## config.mk

```make
export PLATFORM = sky130hd
export DESIGN_NAME = pwr_mode_ctrl
export DESIGN_NICKNAME = d
export VERILOG_FILES = /design/src/rtl/pwr_mode_pkg.sv /design/src/rtl/pwr_xfer_timer.sv /design/src/rtl/pwr_idle_filter.sv /design/src/rtl/pwr_irq_latch.sv /design/src/rtl/pwr_mode_ctrl.sv
export SDC_FILE = /design/constraint.sdc
export NUM_CORES = 1
export LEC_CHECK = 0
export BUFFER_PORTS_ARGS = -buffer_cell sky130_fd_sc_hd__buf_2
export CELL_PAD_IN_SITES_DETAIL_PLACEMENT = 1
export CELL_PAD_IN_SITES_GLOBAL_PLACEMENT = 1
export CORE_MARGIN = 2
export CORE_UTILIZATION = 49
export DETAILED_ROUTE_END_ITERATION = 12
export GPL_TIMING_DRIVEN = 0
export PLACE_DENSITY_LB_ADDON = 0.1
export RECOVER_POWER = 25
export SYNTH_ARGS = -nofsm -noshare
export SYNTH_HDL_FRONTEND = slang
export SYNTH_SLANG_ARGS = --single-unit
```

## constraint.sdc

```tcl
create_clock -name clk -period 7.81 [get_ports clk]
set_clock_uncertainty 0.05 [all_clocks]
set_input_delay 0.781 -clock clk [delete_from_list [all_inputs] [get_ports clk]]
set_output_delay 0.781 -clock clk [all_outputs]
set_load 0.01 [all_outputs]
```

## src/rtl/pwr_mode_pkg.sv

```systemverilog
package pwr_mode_pkg;
  typedef enum logic [1:0] {
    PM_RUN   = 2'b00,
    PM_IDLE  = 2'b01,
    PM_SLEEP = 2'b10,
    PM_XFER  = 2'b11
  } pm_code_e;
endpackage

```

## src/rtl/pwr_xfer_timer.sv

```systemverilog
module pwr_xfer_timer #(
  parameter int TW = 8
) (
  input  logic          clk,
  input  logic          rst_n,
  input  logic          load,
  input  logic [TW-1:0] len,
  output logic          active,
  output logic          last
);
  logic [TW-1:0] cnt_q;

  // load wins over expiry so a fault can restart a running transition
  always_ff @(posedge clk or negedge rst_n) begin
    if (!rst_n) begin
      active <= 1'b0;
      cnt_q  <= '0;
    end else if (load) begin
      active <= 1'b1;
      cnt_q  <= len - 1'b1;
    end else if (active) begin
      if (cnt_q == '0) active <= 1'b0;
      else             cnt_q  <= cnt_q - 1'b1;
    end
  end

  assign last = active && (cnt_q == '0);

  assert_count_down_R3: assert property (@(posedge clk) disable iff (!rst_n)
    (active && !load && cnt_q != '0) |=> (active && cnt_q == $past(cnt_q) - 1'b1));
endmodule

```

## src/rtl/pwr_idle_filter.sv

```systemverilog
module pwr_idle_filter #(
  parameter int CW = 16
) (
  input  logic          clk,
  input  logic          rst_n,
  input  logic          in_idle,
  input  logic [CW-1:0] limit,
  output logic          expire
);
  logic [CW-1:0] cnt_q;

  assign expire = in_idle && (limit != '0) && (cnt_q >= limit - 1'b1);

  always_ff @(posedge clk or negedge rst_n) begin
    if (!rst_n)        cnt_q <= '0;
    else if (!in_idle) cnt_q <= '0;
    else if (!expire)  cnt_q <= cnt_q + 1'b1;
  end

  assert_idle_restart_R10: assert property (@(posedge clk) disable iff (!rst_n)
    !in_idle |=> (cnt_q == '0));
endmodule

```

## src/rtl/pwr_irq_latch.sv

```systemverilog
module pwr_irq_latch (
  input  logic clk,
  input  logic rst_n,
  input  logic set,
  input  logic clr,
  output logic pend
);
  always_ff @(posedge clk or negedge rst_n) begin
    if (!rst_n)   pend <= 1'b0;
    else if (clr) pend <= 1'b0;
    else if (set) pend <= 1'b1;
  end

  assert_pend_clear_R8: assert property (@(posedge clk) disable iff (!rst_n)
    clr |=> !pend);
endmodule

```

## src/rtl/pwr_mode_ctrl.sv

```systemverilog
module pwr_mode_ctrl
  import pwr_mode_pkg::*;
#(
  parameter int NUM_IRQ       = 4,
  parameter int IDLE_CW       = 16,
  parameter int T_RUN_TO_IDLE = 2000,
  parameter int T_IDLE_TO_RUN = 2000,
  parameter int T_ENTER_SLEEP = 18000,
  parameter int T_WAKE        = 32000000
) (
  input  logic               clk,
  input  logic               rst_n,
  input  logic               cmd_valid,
  input  logic [1:0]         cmd_mode,
  input  logic [NUM_IRQ-1:0] irq,
  input  logic [NUM_IRQ-1:0] irq_en,
  input  logic               pwr_fault,
  input  logic [IDLE_CW-1:0] idle_limit,
  output logic [1:0]         mode_o,
  output logic               core_clk_en,
  output logic               dom_pwr_en,
  output logic               busy
);
  localparam int T_A   = (T_RUN_TO_IDLE > T_IDLE_TO_RUN) ? T_RUN_TO_IDLE : T_IDLE_TO_RUN;
  localparam int T_B   = (T_ENTER_SLEEP > T_WAKE) ? T_ENTER_SLEEP : T_WAKE;
  localparam int T_MAX = (T_A > T_B) ? T_A : T_B;
  localparam int TW    = $clog2(T_MAX + 1);
  localparam logic [TW-1:0] LEN_RI = TW'(T_RUN_TO_IDLE);
  localparam logic [TW-1:0] LEN_IR = TW'(T_IDLE_TO_RUN);
  localparam logic [TW-1:0] LEN_SL = TW'(T_ENTER_SLEEP);
  localparam logic [TW-1:0] LEN_WK = TW'(T_WAKE);

  pm_code_e stable_q, target_q;
  logic busy_w, last_w, pend_w, expire_w, irq_hit;
  logic go, heading_sleep;
  logic [TW-1:0] go_len;
  pm_code_e go_tgt;
  logic req_run, req_idle, req_sleep;

  assign irq_hit   = |(irq & irq_en);
  assign req_run   = cmd_valid && (cmd_mode == PM_RUN);
  assign req_idle  = cmd_valid && (cmd_mode == PM_IDLE);
  assign req_sleep = cmd_valid && (cmd_mode == PM_SLEEP);
  assign heading_sleep = busy_w ? (target_q == PM_SLEEP) : (stable_q == PM_SLEEP);

  // priority: fault, then (when settled) interrupt, request, idle expiry
  always_comb begin
    go     = 1'b0;
    go_len = LEN_RI;
    go_tgt = PM_RUN;
    if (pwr_fault && !heading_sleep) begin
      go = 1'b1; go_tgt = PM_SLEEP; go_len = LEN_SL;
    end else if (!busy_w) begin
      case (stable_q)
        PM_RUN: begin
          if (req_idle) begin
            go = 1'b1; go_tgt = PM_IDLE; go_len = LEN_RI;
          end else if (req_sleep) begin
            go = 1'b1; go_tgt = PM_SLEEP; go_len = LEN_SL;
          end
        end
        PM_IDLE: begin
          if (irq_hit || pend_w || req_run) begin
            go = 1'b1; go_tgt = PM_RUN; go_len = LEN_IR;
          end else if (req_sleep || expire_w) begin
            go = 1'b1; go_tgt = PM_SLEEP; go_len = LEN_SL;
          end
        end
        PM_SLEEP: begin
          if (req_run && !pwr_fault) begin
            go = 1'b1; go_tgt = PM_RUN; go_len = LEN_WK;
          end
        end
        default: ;
      endcase
    end
  end

  always_ff @(posedge clk or negedge rst_n) begin
    if (!rst_n) begin
      stable_q <= PM_RUN;
      target_q <= PM_RUN;
    end else if (go) begin
      target_q <= go_tgt;
    end else if (last_w) begin
      stable_q <= target_q;
    end
  end

  pwr_xfer_timer #(.TW(TW)) u_timer (
    .clk    (clk),
    .rst_n  (rst_n),
    .load   (go),
    .len    (go_len),
    .active (busy_w),
    .last   (last_w)
  );

  pwr_idle_filter #(.CW(IDLE_CW)) u_idle (
    .clk     (clk),
    .rst_n   (rst_n),
    .in_idle (!busy_w && stable_q == PM_IDLE),
    .limit   (idle_limit),
    .expire  (expire_w)
  );

  pwr_irq_latch u_pend (
    .clk   (clk),
    .rst_n (rst_n),
    .set   (busy_w && irq_hit),
    .clr   ((go && go_tgt == PM_RUN) || (last_w && !go && target_q != PM_IDLE)),
    .pend  (pend_w)
  );

  assign busy        = busy_w;
  assign mode_o      = busy_w ? PM_XFER : stable_q;
  assign core_clk_en = !busy_w && (stable_q == PM_RUN);
  assign dom_pwr_en  = busy_w || (stable_q != PM_SLEEP);

  assert_fault_sleep_R9: assert property (@(posedge clk) disable iff (!rst_n)
    (pwr_fault && !busy_w && stable_q == PM_RUN) |=> (busy_w && target_q == PM_SLEEP));
  assert_clk_on_R5: assert property (@(posedge clk) disable iff (!rst_n)
    $rose(core_clk_en) |-> $past(busy_w));
  assert_pwr_on_R5: assert property (@(posedge clk) disable iff (!rst_n)
    $rose(dom_pwr_en) |-> (busy_w && target_q == PM_RUN));
  assert_irq_wake_R7: assert property (@(posedge clk) disable iff (!rst_n)
    (!busy_w && stable_q == PM_IDLE && irq_hit && !pwr_fault) |=> (busy_w && target_q == PM_RUN));
  assert_ignore_busy_R6: assert property (@(posedge clk) disable iff (!rst_n)
    (busy_w && !last_w && !pwr_fault) |=> (busy_w && $stable(target_q)));
endmodule

```

==> results.cfg <==
[status]
status = finished with violations
violations = capacitance limit, slew limit

[grt]
grt_pass1_vias = 3885
grt_max_degree = 48
antenna_found_initial = 0
grt_usage_pct = 28.7
grt_pass1_wl_um = 19300
overflow = 0

[sta]
relSlewSlack_pct = -75.0
rsz0062_at_grt = false
hold_viol = 0
slew_violations = 48
period_share_pct = 78.8
setup_tns_ps = 0
tightest_slew_ps = 2630
fin_crit_ps = 6150
fmax_ghz = 0.162
fin_ws_ps = 1660
finalSetupViolCount = 0

[logic_synthesis]
async_reset_ff_share_pct = 100
synthTopCellsByArea = dfrtp_1, ha_1, nor2_1
netlist_area_um2 = 3620
synth_top_area_cell = dfrtp_1
ys_seq_area_share_pct = 32.5
post_synth.cell_area_avg_um2 = 8.31
syn_nets = 485
syn-instance-count = 436
synthDistinctLibCells = 67
yosys_warnings = 0
synthFlopType = dfrtp_1
synth_edf_count = 0
yosysTopAreaCellShare_pct = 32.5
ys_ff_latch = 47

[power]
p_per_area_nw_per_um2 = 170
seqPwrFrac_pct = 42.7
power.switching_mw = 0.258
clkPwrFrac_pct = 23.8
swShare_pct = 37.9
power_frac_comb_pct = 33.5
power.leakage_nw = 1.69
vdd_drop_max_uv = 127
p_int_mw = 0.424

[worst_setup_path]
worstPathArrival_ps = 6300
crit_fanout = 10
required_ps = 7960
end_kind = flop
startpoint_type = input port
critPathKind = input port to flop
r2r_cells = 15

[detailed_routing]
routedWlPerCell_um = 18.9
drt_iter0_drc = 269
route.antenna.remaining_nets = 0
vias = 3569
drtPass1Iterations = 4
routed_via_density = 6.19
route.detailed.drc = 0
wirelength_um = 10900

[clock_tree]
cts_root_buf = clkbuf_8
cts_tree = yes
cts-buffers-inserted = 5
cts_buffer_depth = 2
hold_buffers = 0
clock_sinks = 47
path_clk_slew_ps = 90
clock_latency_ps = 310
cts_resized = 0
post_cts_buffers = 0
htree_levels = 2

[final_layout]
finalNetCount = 526
stdcell_area_um2 = 4010
n_fill_cell = 938
utilization_pct = 55.6
area_delta_synth_final_pct = 10.7
layout-drive-gt1-share_pct = 13.6
antenna_cells = 0

[flow_run]
maxCapViolCount = 1

[placed_design]
dp_hpwl_um = 8230
placed_area_um2 = 3920
preCtsSetupSlack_ps = 1410
io_buffers = 34
gp_congestion = 0.949

[floorplan]
die_h_um = 90.0
die_area_um2 = 8100
die_x_um = 90.0
core_area_um2 = 7210
core.rowCount = 31
start_util_pct = 50.2
ios = 35

[hold_path]
whs_path_depth = 1
hold_class = flop to flop
-- power by group through the flow --
stage                     clock, mW  combinational, mW  sequential, mW
after floorplan                   0              0.160           0.288
after global placement            0              0.216           0.293
after detailed placement          0              0.225           0.296
after CTS                     0.165              0.228           0.291
after global routing          0.171              0.255           0.295
final                         0.162              0.228           0.291
-- critical path, stage by stage --
cell and delay [ps]:
buf_2 110, or4_4 550, nor2_4 130, nand2_1 120, nor3_1 300, nor3b_1 290
xnor2_1 110, ha_1 300, nand4_1 170, nor2_1 210, or4b_1 470, nand4_1 300
a21boi_4 180, buf_2 230, buf_2 210, buf_2 220, nand2_1 100, ha_1 290
o21ai_4 150, nor4_2 720, a21oi_1 140, or2_1 230
-- metal layers --
layer	vias to the layer above	wire length, um	global-route usage, %
met5	-	0	0
met4	0	165	8.21
met3	17	506	3.77
met2	101	5830	53.2
met1	1769	4400	34.9
li1	1682	-	-
-- per-stage QoR --
step / hold slack, ps / std cells / total power [mW]
6_report: 447 / 577 / 0.682
4_1_cts: 449 / 577 / 0.683
3_3_place_gp: 420 / 569 / 0.509
5_1_grt: 475 / 577 / 0.721
2_1_floorplan: 388 / 436 / 0.449
3_5_place_dp: 434 / 569 / 0.521
-- cells in the final DEF, fill, tap and decap left out, types with 3 or more instances in the layout --
cell type,netlist,routed
nand3_1,8,8
and4_1,3,3
clkbuf_1,9,11
a311oi_1,3,3
nor2_1,54,54
dfrtp_1,47,47
nor4_1,10,10
nor4b_1,3,3
nand2_1,43,43
nor2b_1,5,5
nand4_1,15,15
xor2_1,13,13
and3_1,5,5
a211oi_1,3,3
o21ai_0,22,22
nor3_1,17,17
inv_1,12,12
ha_1,19,19
buf_2,4,37
mux2i_1,4,4
clkbuf_8,0,6
xnor2_1,14,14
a21oi_1,33,33
or3_1,12,12
o22ai_1,3,3
a31oi_1,3,3
a22oi_1,3,3
a21o_1,5,5
o21a_1,3,3
nor3b_1,4,4
nand2b_1,9,9
-- worst paths after layout --
path,from,to,slack (ps)
setup / recovery,idle_limit[5],u_timer.cnt_q[18],1660
hold reg to reg,u_timer.cnt_q[17],u_timer.cnt_q[17],450
setup reg to reg,u_idle.cnt_q[13],u_timer.cnt_q[18],3300
hold / removal,u_timer.cnt_q[17],u_timer.cnt_q[17],450
max in group asynchronous,rst_n,u_timer.cnt_q[8],4980
min in group asynchronous,rst_n,u_timer.cnt_q[22],1230
-- cell usage after synthesis, types with 2 or more instances --
cell       instances
a31oi_1            3
o31ai_1            2
or4_1              2
a2bb2oi_1          2
buf_2              4
a2111oi_0          2
ha_1              19
or2_2              2
a22oi_1            3
inv_1             12
xnor2_1           14
nand2b_1           9
nor4b_1            3
a211o_1            2
nor4_1            10
or3_1             12
and3_1             5
a21oi_1           33
nor3b_1            4
dfrtp_1           47
mux2i_1            4
o22ai_1            3
o21a_1             3
nand3_1            8
nand4_1           15
nor3_1            17
a41o_1             2
clkbuf_1           9
a311oi_1           3
nand2_1           43
nor2b_1            5
nor2_4             2
o211ai_1           2
xor2_1            13
nor2_1            54
and4_1             3
a211oi_1           3
o21ai_0           22
nand4b_1           2
a21o_1             5
and2_1             2
-- logic make-up after synthesis --
family / share of synthesized area, %
AOI/OAI and AO/OA: 18.8
muxes: 1.42
xor gates and xnor gates: 6.53
and+or+nand+nor: 31.1
DFF: 32.5
buffers and inverters: 3.14
adders and majority gates: 6.56
-- registers in the layout, summed over array words and instances (netlist names) --
register and flops:
target_q 2, u_timer.cnt_q 25, u_timer.active 1, u_idle.cnt_q 16, stable_q 2, u_pend.pend 1
-- cell type report --
class / count / area [um^2] / share of cell area (%)
Multi-Input combinational cell: 362 / 2330 / 58.2
Sequential cell: 47 / 1180 / 29.3
Timing Repair Buffer: 34 / 169 / 4.21
Clock inverter: 1 / 8.76 / 0.218
Buffer: 14 / 65.1 / 1.62
Inverter: 13 / 48.8 / 1.22
Tap cell: 99 / 124 / 3.09
Clock buffer: 7 / 86.3 / 2.15
(Power assumes the default switching activity.)
